===== src/rtl/swi_pkg.sv =====
package swi_pkg;
  localparam int unsigned NUM_BTN = 2;
  typedef enum logic [1:0] {
    REG_DATA0 = 2'd0,
    REG_DATA1 = 2'd1,
    REG_STAT  = 2'd2,
    REG_NONE  = 2'd3
  } reg_idx_e;
endpackage


===== src/rtl/swi_sync.sv =====
module swi_sync #(
  parameter int unsigned W = 18
) (
  input  logic         clk,
  input  logic         rst,
  input  logic [W-1:0] d,
  output logic [W-1:0] q
);
  logic [W-1:0] stage1, stage2;

  always_ff @(posedge clk) begin
    if (rst) begin
      stage1 <= '0;
      stage2 <= '0;
    end else begin
      stage1 <= d;
      stage2 <= stage1;
    end
  end

  assign q = stage2;
endmodule


===== src/rtl/swi_chan.sv =====
module swi_chan #(
  parameter int unsigned SW_W = 16
) (
  input  logic            clk,
  input  logic            rst,
  input  logic            btn_s,
  input  logic [SW_W-1:0] sw_s,
  input  logic            rd_clr,
  output logic [SW_W-1:0] data,
  output logic            flag
);
  logic btn_q;
  logic rise;

  assign rise = btn_s & ~btn_q;

  always_ff @(posedge clk) begin
    if (rst) begin
      btn_q <= 1'b0;
      data  <= '0;
      flag  <= 1'b0;
    end else begin
      btn_q <= btn_s;
      if (rise) data <= sw_s;
      if (rise)        flag <= 1'b1;
      else if (rd_clr) flag <= 1'b0;
    end
  end

  AST_CAPTURE_VALUE: assert property (@(posedge clk) disable iff (rst)
    rise |=> data == $past(sw_s));
  AST_FLAG_SET: assert property (@(posedge clk) disable iff (rst)
    rise |=> flag);
  AST_READ_CLEARS: assert property (@(posedge clk) disable iff (rst)
    (rd_clr && !rise) |=> !flag);
  AST_DATA_HOLD: assert property (@(posedge clk) disable iff (rst)
    !rise |=> $stable(data));
  AST_NO_SPURIOUS_FLAG: assert property (@(posedge clk) disable iff (rst)
    (!flag && !rise) |=> !flag);
  AST_ONE_LATCH_PER_PRESS: assert property (@(posedge clk) disable iff (rst)
    (btn_s && btn_q) |=> $stable(data));
endmodule


===== src/rtl/swi_bus.sv =====
module swi_bus
  import swi_pkg::*;
#(
  parameter int unsigned ADDR_W = 32
) (
  input  logic              clk,
  input  logic              rst,
  input  logic              hsel,
  input  logic [ADDR_W-1:0] haddr,
  input  logic              hwrite,
  input  logic [1:0]        htrans,
  input  logic              hready,
  output logic              rd_act,
  output reg_idx_e          rd_idx
);
  localparam int unsigned IDX_LSB = 2;

  logic unused_addr_bits;
  assign unused_addr_bits = ^{haddr[ADDR_W-1:IDX_LSB+2], haddr[IDX_LSB-1:0]};

  always_ff @(posedge clk) begin
    if (rst) begin
      rd_act <= 1'b0;
      rd_idx <= REG_NONE;
    end else if (hready) begin
      rd_act <= hsel & htrans[1] & ~hwrite;
      rd_idx <= reg_idx_e'(haddr[IDX_LSB+1:IDX_LSB]);
    end
  end

  AST_IDLE_NO_ACT: assert property (@(posedge clk) disable iff (rst)
    (hready && !(hsel && htrans[1])) |=> !rd_act);
  AST_WRITE_NO_ACT: assert property (@(posedge clk) disable iff (rst)
    (hready && hwrite) |=> !rd_act);
endmodule


===== src/rtl/swi_entry_top.sv =====
module swi_entry_top
  import swi_pkg::*;
#(
  parameter int unsigned ADDR_W = 32,
  parameter int unsigned DATA_W = 32,
  parameter int unsigned SW_W   = 16
) (
  input  logic              clk,
  input  logic              rst,
  input  logic              hsel,
  input  logic [ADDR_W-1:0] haddr,
  input  logic              hwrite,
  input  logic [1:0]        htrans,
  input  logic              hready,
  input  logic [DATA_W-1:0] hwdata,
  output logic [DATA_W-1:0] hrdata,
  output logic              hreadyout,
  output logic              hresp,
  input  logic [SW_W-1:0]   sw_in,
  input  logic [1:0]        btn_in
);
  localparam int unsigned SYNC_W = SW_W + NUM_BTN;

  logic unused_wdata;
  assign unused_wdata = ^hwdata;

  logic [SYNC_W-1:0] sync_q;
  logic [SW_W-1:0]   sw_s;
  logic [NUM_BTN-1:0] btn_s;

  swi_sync #(.W(SYNC_W)) u_sync (
    .clk(clk), .rst(rst), .d({btn_in, sw_in}), .q(sync_q)
  );
  assign sw_s  = sync_q[SW_W-1:0];
  assign btn_s = sync_q[SYNC_W-1:SW_W];

  logic     rd_act;
  reg_idx_e rd_idx;

  swi_bus #(.ADDR_W(ADDR_W)) u_bus (
    .clk(clk), .rst(rst), .hsel(hsel), .haddr(haddr), .hwrite(hwrite),
    .htrans(htrans), .hready(hready), .rd_act(rd_act), .rd_idx(rd_idx)
  );

  logic [SW_W-1:0]    chan_data [NUM_BTN];
  logic [NUM_BTN-1:0] chan_flag;

  for (genvar i = 0; i < NUM_BTN; i++) begin : g_chan
    logic clr;
    assign clr = rd_act && (rd_idx == reg_idx_e'(i));
    swi_chan #(.SW_W(SW_W)) u_chan (
      .clk(clk), .rst(rst), .btn_s(btn_s[i]), .sw_s(sw_s),
      .rd_clr(clr), .data(chan_data[i]), .flag(chan_flag[i])
    );
  end

  always_comb begin
    hrdata = '0;
    if (rd_act) begin
      case (rd_idx)
        REG_DATA0: hrdata = {{(DATA_W-SW_W){1'b0}}, chan_data[0]};
        REG_DATA1: hrdata = {{(DATA_W-SW_W){1'b0}}, chan_data[1]};
        REG_STAT:  hrdata = {{(DATA_W-NUM_BTN){1'b0}}, chan_flag};
        default:   hrdata = '0;
      endcase
    end
  end

  assign hreadyout = 1'b1;
  assign hresp     = 1'b0;

  AST_STATUS_UPPER_ZERO: assert property (@(posedge clk) disable iff (rst)
    (rd_act && rd_idx == REG_STAT) |-> hrdata[DATA_W-1:NUM_BTN] == '0);
  AST_SPARE_READS_ZERO: assert property (@(posedge clk) disable iff (rst)
    (rd_act && rd_idx == REG_NONE) |-> hrdata == '0);
endmodule


===== config.mk =====
export PLATFORM = sky130hd
export DESIGN_NAME = swi_entry_top
export DESIGN_NICKNAME = d
export VERILOG_FILES = /design/src/rtl/swi_pkg.sv /design/src/rtl/swi_sync.sv /design/src/rtl/swi_chan.sv /design/src/rtl/swi_bus.sv /design/src/rtl/swi_entry_top.sv
export SDC_FILE = /design/constraint.sdc
export NUM_CORES = 1
export LEC_CHECK = 0
export BUFFER_PORTS_ARGS = -buffer_cell sky130_fd_sc_hd__buf_2
export CAP_MARGIN = 10
export CELL_PAD_IN_SITES_DETAIL_PLACEMENT = 1
export CELL_PAD_IN_SITES_GLOBAL_PLACEMENT = 2
export CORE_AREA = 2 2 109 111
export DETAILED_ROUTE_END_ITERATION = 10
export DIE_AREA = 0 0 111 113
export PLACE_DENSITY = 0.85
export SLEW_MARGIN = 5
export SYNTH_ARGS = -nofsm -noshare
export SYNTH_HDL_FRONTEND = slang
export SYNTH_HIERARCHICAL = 1
export SYNTH_SLANG_ARGS = --single-unit

===== constraint.sdc =====
create_clock -name clk -period 1.6 [get_ports clk]
set_input_delay 0.08 -clock clk [delete_from_list [all_inputs] [get_ports clk]]
set_output_delay 0.08 -clock clk [all_outputs]
set_load 0.02 [all_outputs]

---- Word-level counts from Yosys, hierarchy flattened ----
Cells that the tools add are included.
operators by class
  equal/unequal tests ..................... 2
  mux-type cells .......................... 6
  bitwise operators ....................... 7
  reductions and logical operators ........ 5
operators by type and width
  operator              number
  $pmux W16 S3          1
  $mux W16              1
  $and A1 B1 Y1         4
  $mux W1               4
  $reduce_bool A2 Y1    2
  $not A1 Y1            3
  $eq A2 B1 Y1 const B  1
  $eq A2 B2 Y1 const B  1
  $logic_and A1 B1 Y1   2
  $logic_not A2 Y1      1
word-level totals
  flip-flop bits (word level) ............. 75
  input bits .............................. 89
  output and inout port bits .............. 34
  word-level logic and storage cells ...... 30

---- Longest topological paths before layout ----
  depth in word-level cells ............... 4
  gate-level depth with buffers ........... 6
  gate-level depth less buffers ........... 4

---- By module ----
Netlist, hierarchy kept.
by module, submodules not included
  module         times used  cells an instance  area each (µm²)  seq. area each (µm²)
  swi_chan       2           76                 822.0            360.3
  swi_sync       1           75                 994.7            720.7
  swi_entry_top  1           64                 457.9            0.0
  swi_bus        1           10                 110.1            60.1

---- Worst setup path after synthesis ----
Ideal clock, no wire load.
  path kind ............................... reg-to-reg
  start ................................... register u_bus.rd_idx[1]
  end ..................................... register g_chan[0].u_chan.flag
  setup time .............................. 0.115 ns
  data arrival time ....................... 1.019 ns
  required time ........................... 1.485 ns
  setup slack ............................. 0.466 ns
  stages on the path, launching flop included .. 7
  buffers on the path ..................... 2
  period minus slack after synthesis ...... 1.134 ns
  path through ............................ dfxtp_1 > nand2b_1 > buf_2 > buf_6 > nor2_1 > nor2b_1 > o21ba_2
on the way
  cells in the longest elaborated chain, start to end .. 3
RTL lines
  element                       RTL line             text
  from (decl)                   swi_bus.sv:14        output reg_idx_e rd_idx
  from (signal assigned)        swi_bus.sv:27        rd_idx <= reg_idx_e'(haddr[IDX_LSB+1:IDX_LSB]);
  $logic_not A2 Y1              swi_entry_top.sv:50  assign clr = rd_act && (rd_idx == reg_idx_e'(i));
  $logic_and A1 B1 Y1           swi_entry_top.sv:50
  named net g_chan[0].clr       swi_entry_top.sv:49  logic clr;
  $reduce_bool A2 Y1 (no line)  -
  to (signal assigned)          swi_chan.sv:21       flag <= 1'b0;
  to (signal assigned)          swi_chan.sv:25       if (rise) flag <= 1'b1;
  to (signal assigned)          swi_chan.sv:26       else if (rd_clr) flag <= 1'b0;
  to (decl)                     swi_chan.sv:10       output logic flag
The timed path passes the listed nets, and every way through them passes these cells.
A chain may end at the register's enable or synchronous reset.

---- Worst setup path after layout ----
  start ................................... register u_bus.rd_idx[0]
  end ..................................... output port hrdata[2]
on the way
  cells in the longest elaborated chain, start to end .. 3
  elaborated cells between the ends (all ways) .. 5
  those cells by class .................... 2 x eq/ne; 2 x mux; 1 x reduce/logical
RTL lines
  element                               RTL line             text
  $eq A2 B2 Y1 (tied with other cells)  swi_entry_top.sv:60  case (rd_idx)
  $pmux W16 S3 (*)                      swi_entry_top.sv:60
  $mux W16 (*)                          swi_entry_top.sv:59  if (rd_act) begin
  to (decl)                             swi_entry_top.sv:16  output logic [DATA_W-1:0] hrdata,
Every way passes the cells marked *; elsewhere a longest branch is shown, timed or not.

==> flow_summary.toml <==
[clock_tree]
cts_setup_buffers = 0
path_clk_slew_ns = 0.06
clock_latency_ns = 0.33
htreeDepth = 3
cts_buffers = 9
cts.sinks = 75
clock_tree.buffer_depth = 2
tritoncts = "yes"
clockRootBuffer = "clkbuf_16"

[power]
p_leak_nw = 1.654
power_mw = 4.736
powerDensity_nw_per_um2 = 1169
vdd_drop_max_mv = 0.6596

[global_route]
grt_pass1_wl_um = 10840
grt_pass1_vias = 2271
grt-ovfl-total = 0
grt_use_total_pct = 10.96
antenna_found_initial = 0
grt_max_degree = 31

[floorplanning]
fp-row-count = 39
ios = 123
chipWidth_um = 111
dieArea_um2 = 12540
coreArea_um2 = 11270
start_util_pct = 28.45
dieHeight_um = 113

[cells_and_area]
fillers = 1227
final_common_cell = "dfxtp_1"
layout-drive-gt1-share_pct = 27.10
area_growth_pct = 26.34
antenna_cells = 0
layout.nets = 453
instances_no_fill = 512
mostFrequentLayoutCells = "dfxtp_1 (74), buf_2 (41), nor2b_1 (36), nand2b_1 (34), nand4bb_1 (24)"

[drt]
wire_per_inst_um = 12.65
drtPass1Iterations = 4
drc = 0
vias = 2163
drt_wl_total_um = 6475
initialDrtViolationCount = 43
vias_per_cell = 4.225
ant_nets = 0

[worst_hold_path]
hold_class = "in -> reg"

[critical_path]
critPathLaunchType = "register"
cp-end-kind = "primary output"
crit_arrival_ns = 1.41
worstSetupPathType = "reg -> out"
critPathMaxFanout = 14
r2r_setup_slack_ns = 0.32
cp.required_ns = 1.52

[timing]
fin_skew_ns = 0.005783
rsz0062_at_grt = "no"
hold_viol = 0
fmax_mhz = 669.2
tns_ns = 0
fin_crit_ns = 1.494
slew_violations = 0
setup_viol_count_final = 0
fin_crit_sh_pct = 93.40

[logic_synthesis]
synthCells = 301
ys_types = 25
syn_area_per_cell_um2 = 10.65
ys_seq_elements = 75
synth_area_um2 = 3207
yosysWarningCount = 6
seq_area_frac_synth_pct = 46.82

[flow_run]
drv_cap = 0

[placed_design]
gpl.final_weighted_congestion = 0.7261
hpwl_um = 4290
dp_cells = 476
portBuffers = 41

[run_status]
outcome = "completed"
==> metrics by stage <==
stage / utilization, % / instance area [um^2] / setup WS [ns] / hold slack (ns)
6_report: 35.94 / 4051 / 0.1057 / 0.02641
5_1_grt: 35.94 / 4051 / 0.05249 / 0.03687
4_1_cts: 35.94 / 4051 / 0.06645 / 0.01698
3_5_place_dp: 30.82 / 3475 / 0.3262 / 0.2936
3_3_place_gp: 30.82 / 3475 / 0.3272 / 0.2905
2_1_floorplan: - / 3267 / 0.4663 / 0.1491
==> sequential cells by signal, indices dropped and copies added (netlist names) <==
register,cells
g_chan.u_chan/btn_q,2
u_bus/rd_act,1
u_sync/stage1,18
u_bus/rd_idx,2
g_chan.u_chan/data,32
g_chan.u_chan/flag,2
u_sync/q,18
==> final timing paths <==
path                                from                         to  cells after the start
setup reg to reg  g_chan[1].u_chan/btn_q  g_chan[1].u_chan/data[15]                      3
setup / recovery         u_bus/rd_idx[0]                  hrdata[2]                      4
hold reg to reg        u_sync/stage1[12]               u_sync/q[12]                      1
hold / removal                    hready            u_bus/rd_idx[0]                      2
==> critical path, stage by stage, from the launching register on <==
cell and delay, ns:
dfxtp_2 0.41, buf_12 0.18, mux2i_1 0.27, nor2_1 0.06, buf_2 0.16
==> cells by family after synthesis <==
logic type / after synthesis / share of synthesized area [%]
AND/OR/NAND/NOR: 131 / 30.16
flip-flops: 75 / 46.82
AO/OA/AOI/OAI: 39 / 8.974
buffers and inverters: 38 / 8.818
multiplexers: 16 / 4.994
other: 2 / 0.2342
==> where the power goes <==
group,internal (mW),switching [mW]
clock network,1.72,0.749
registers,1.93,0.0365
logic,0.156,0.141
total,3.81,0.927
==> final cells by class <==
type | count | area (um^2) | share of cell area, %
clock buffers | 10 | 239.0 | 5.899
clock inverters | 6 | 136.4 | 3.366
inverters | 1 | 3.754 | 0.09265
multi-input cells | 204 | 1483 | 36.60
flip-flops and latches | 75 | 1503 | 37.09
well taps | 143 | 178.9 | 4.416
repair buffers | 73 | 508.0 | 12.54
==> routing by layer <==
metal / share of wire [%] / vias up / track usage (%)
met3: 3.6 / 9 / 2.678
met1: 47 / 992 / 13.05
li1: - / 1114 / -
met2: 47 / 48 / 18.16
met5: 0 / - / 0
met4: 2.0 / 0 / 6.250
==> repair_timing <==
| item | CTS | global route |
|---|---|---|
| hold buffers | 20 | 0 |
| gates resized for setup | 1 | 0 |
| endpoints found under the setup margin | 3 | 0 |
| hold endpoints to repair | 20 | 0 |
==> cell usage after synthesis <==
master / instances / area [um^2]
mux2i_1: 16 / 160.2
a211o_1: 2 / 17.52
buf_2: 3 / 15.01
dfxtp_1: 75 / 1501
o21ai_2: 20 / 175.2
buf_6: 7 / 78.83
nand2b_1: 34 / 212.7
or4bb_1: 8 / 90.09
nand4bb_1: 24 / 270.3
and2b_4: 2 / 20.02
conb_1: 2 / 7.510
nor2b_1: 36 / 225.2
and2_1: 2 / 12.51
o21ba_2: 2 / 20.02
and2b_2: 6 / 52.55
nand3b_1: 2 / 15.01
inv_1: 1 / 3.750
o21ai_1: 7 / 35.03
nor2_1: 16 / 60.06
a21oi_1: 1 / 5.000
o21ai_0: 7 / 35.03
buf_4: 18 / 135.1
clkbuf_1: 8 / 30.03
nand4b_1: 1 / 8.760
buf_12: 1 / 20.02
Note: power is estimated with default switching activity, not from simulation.
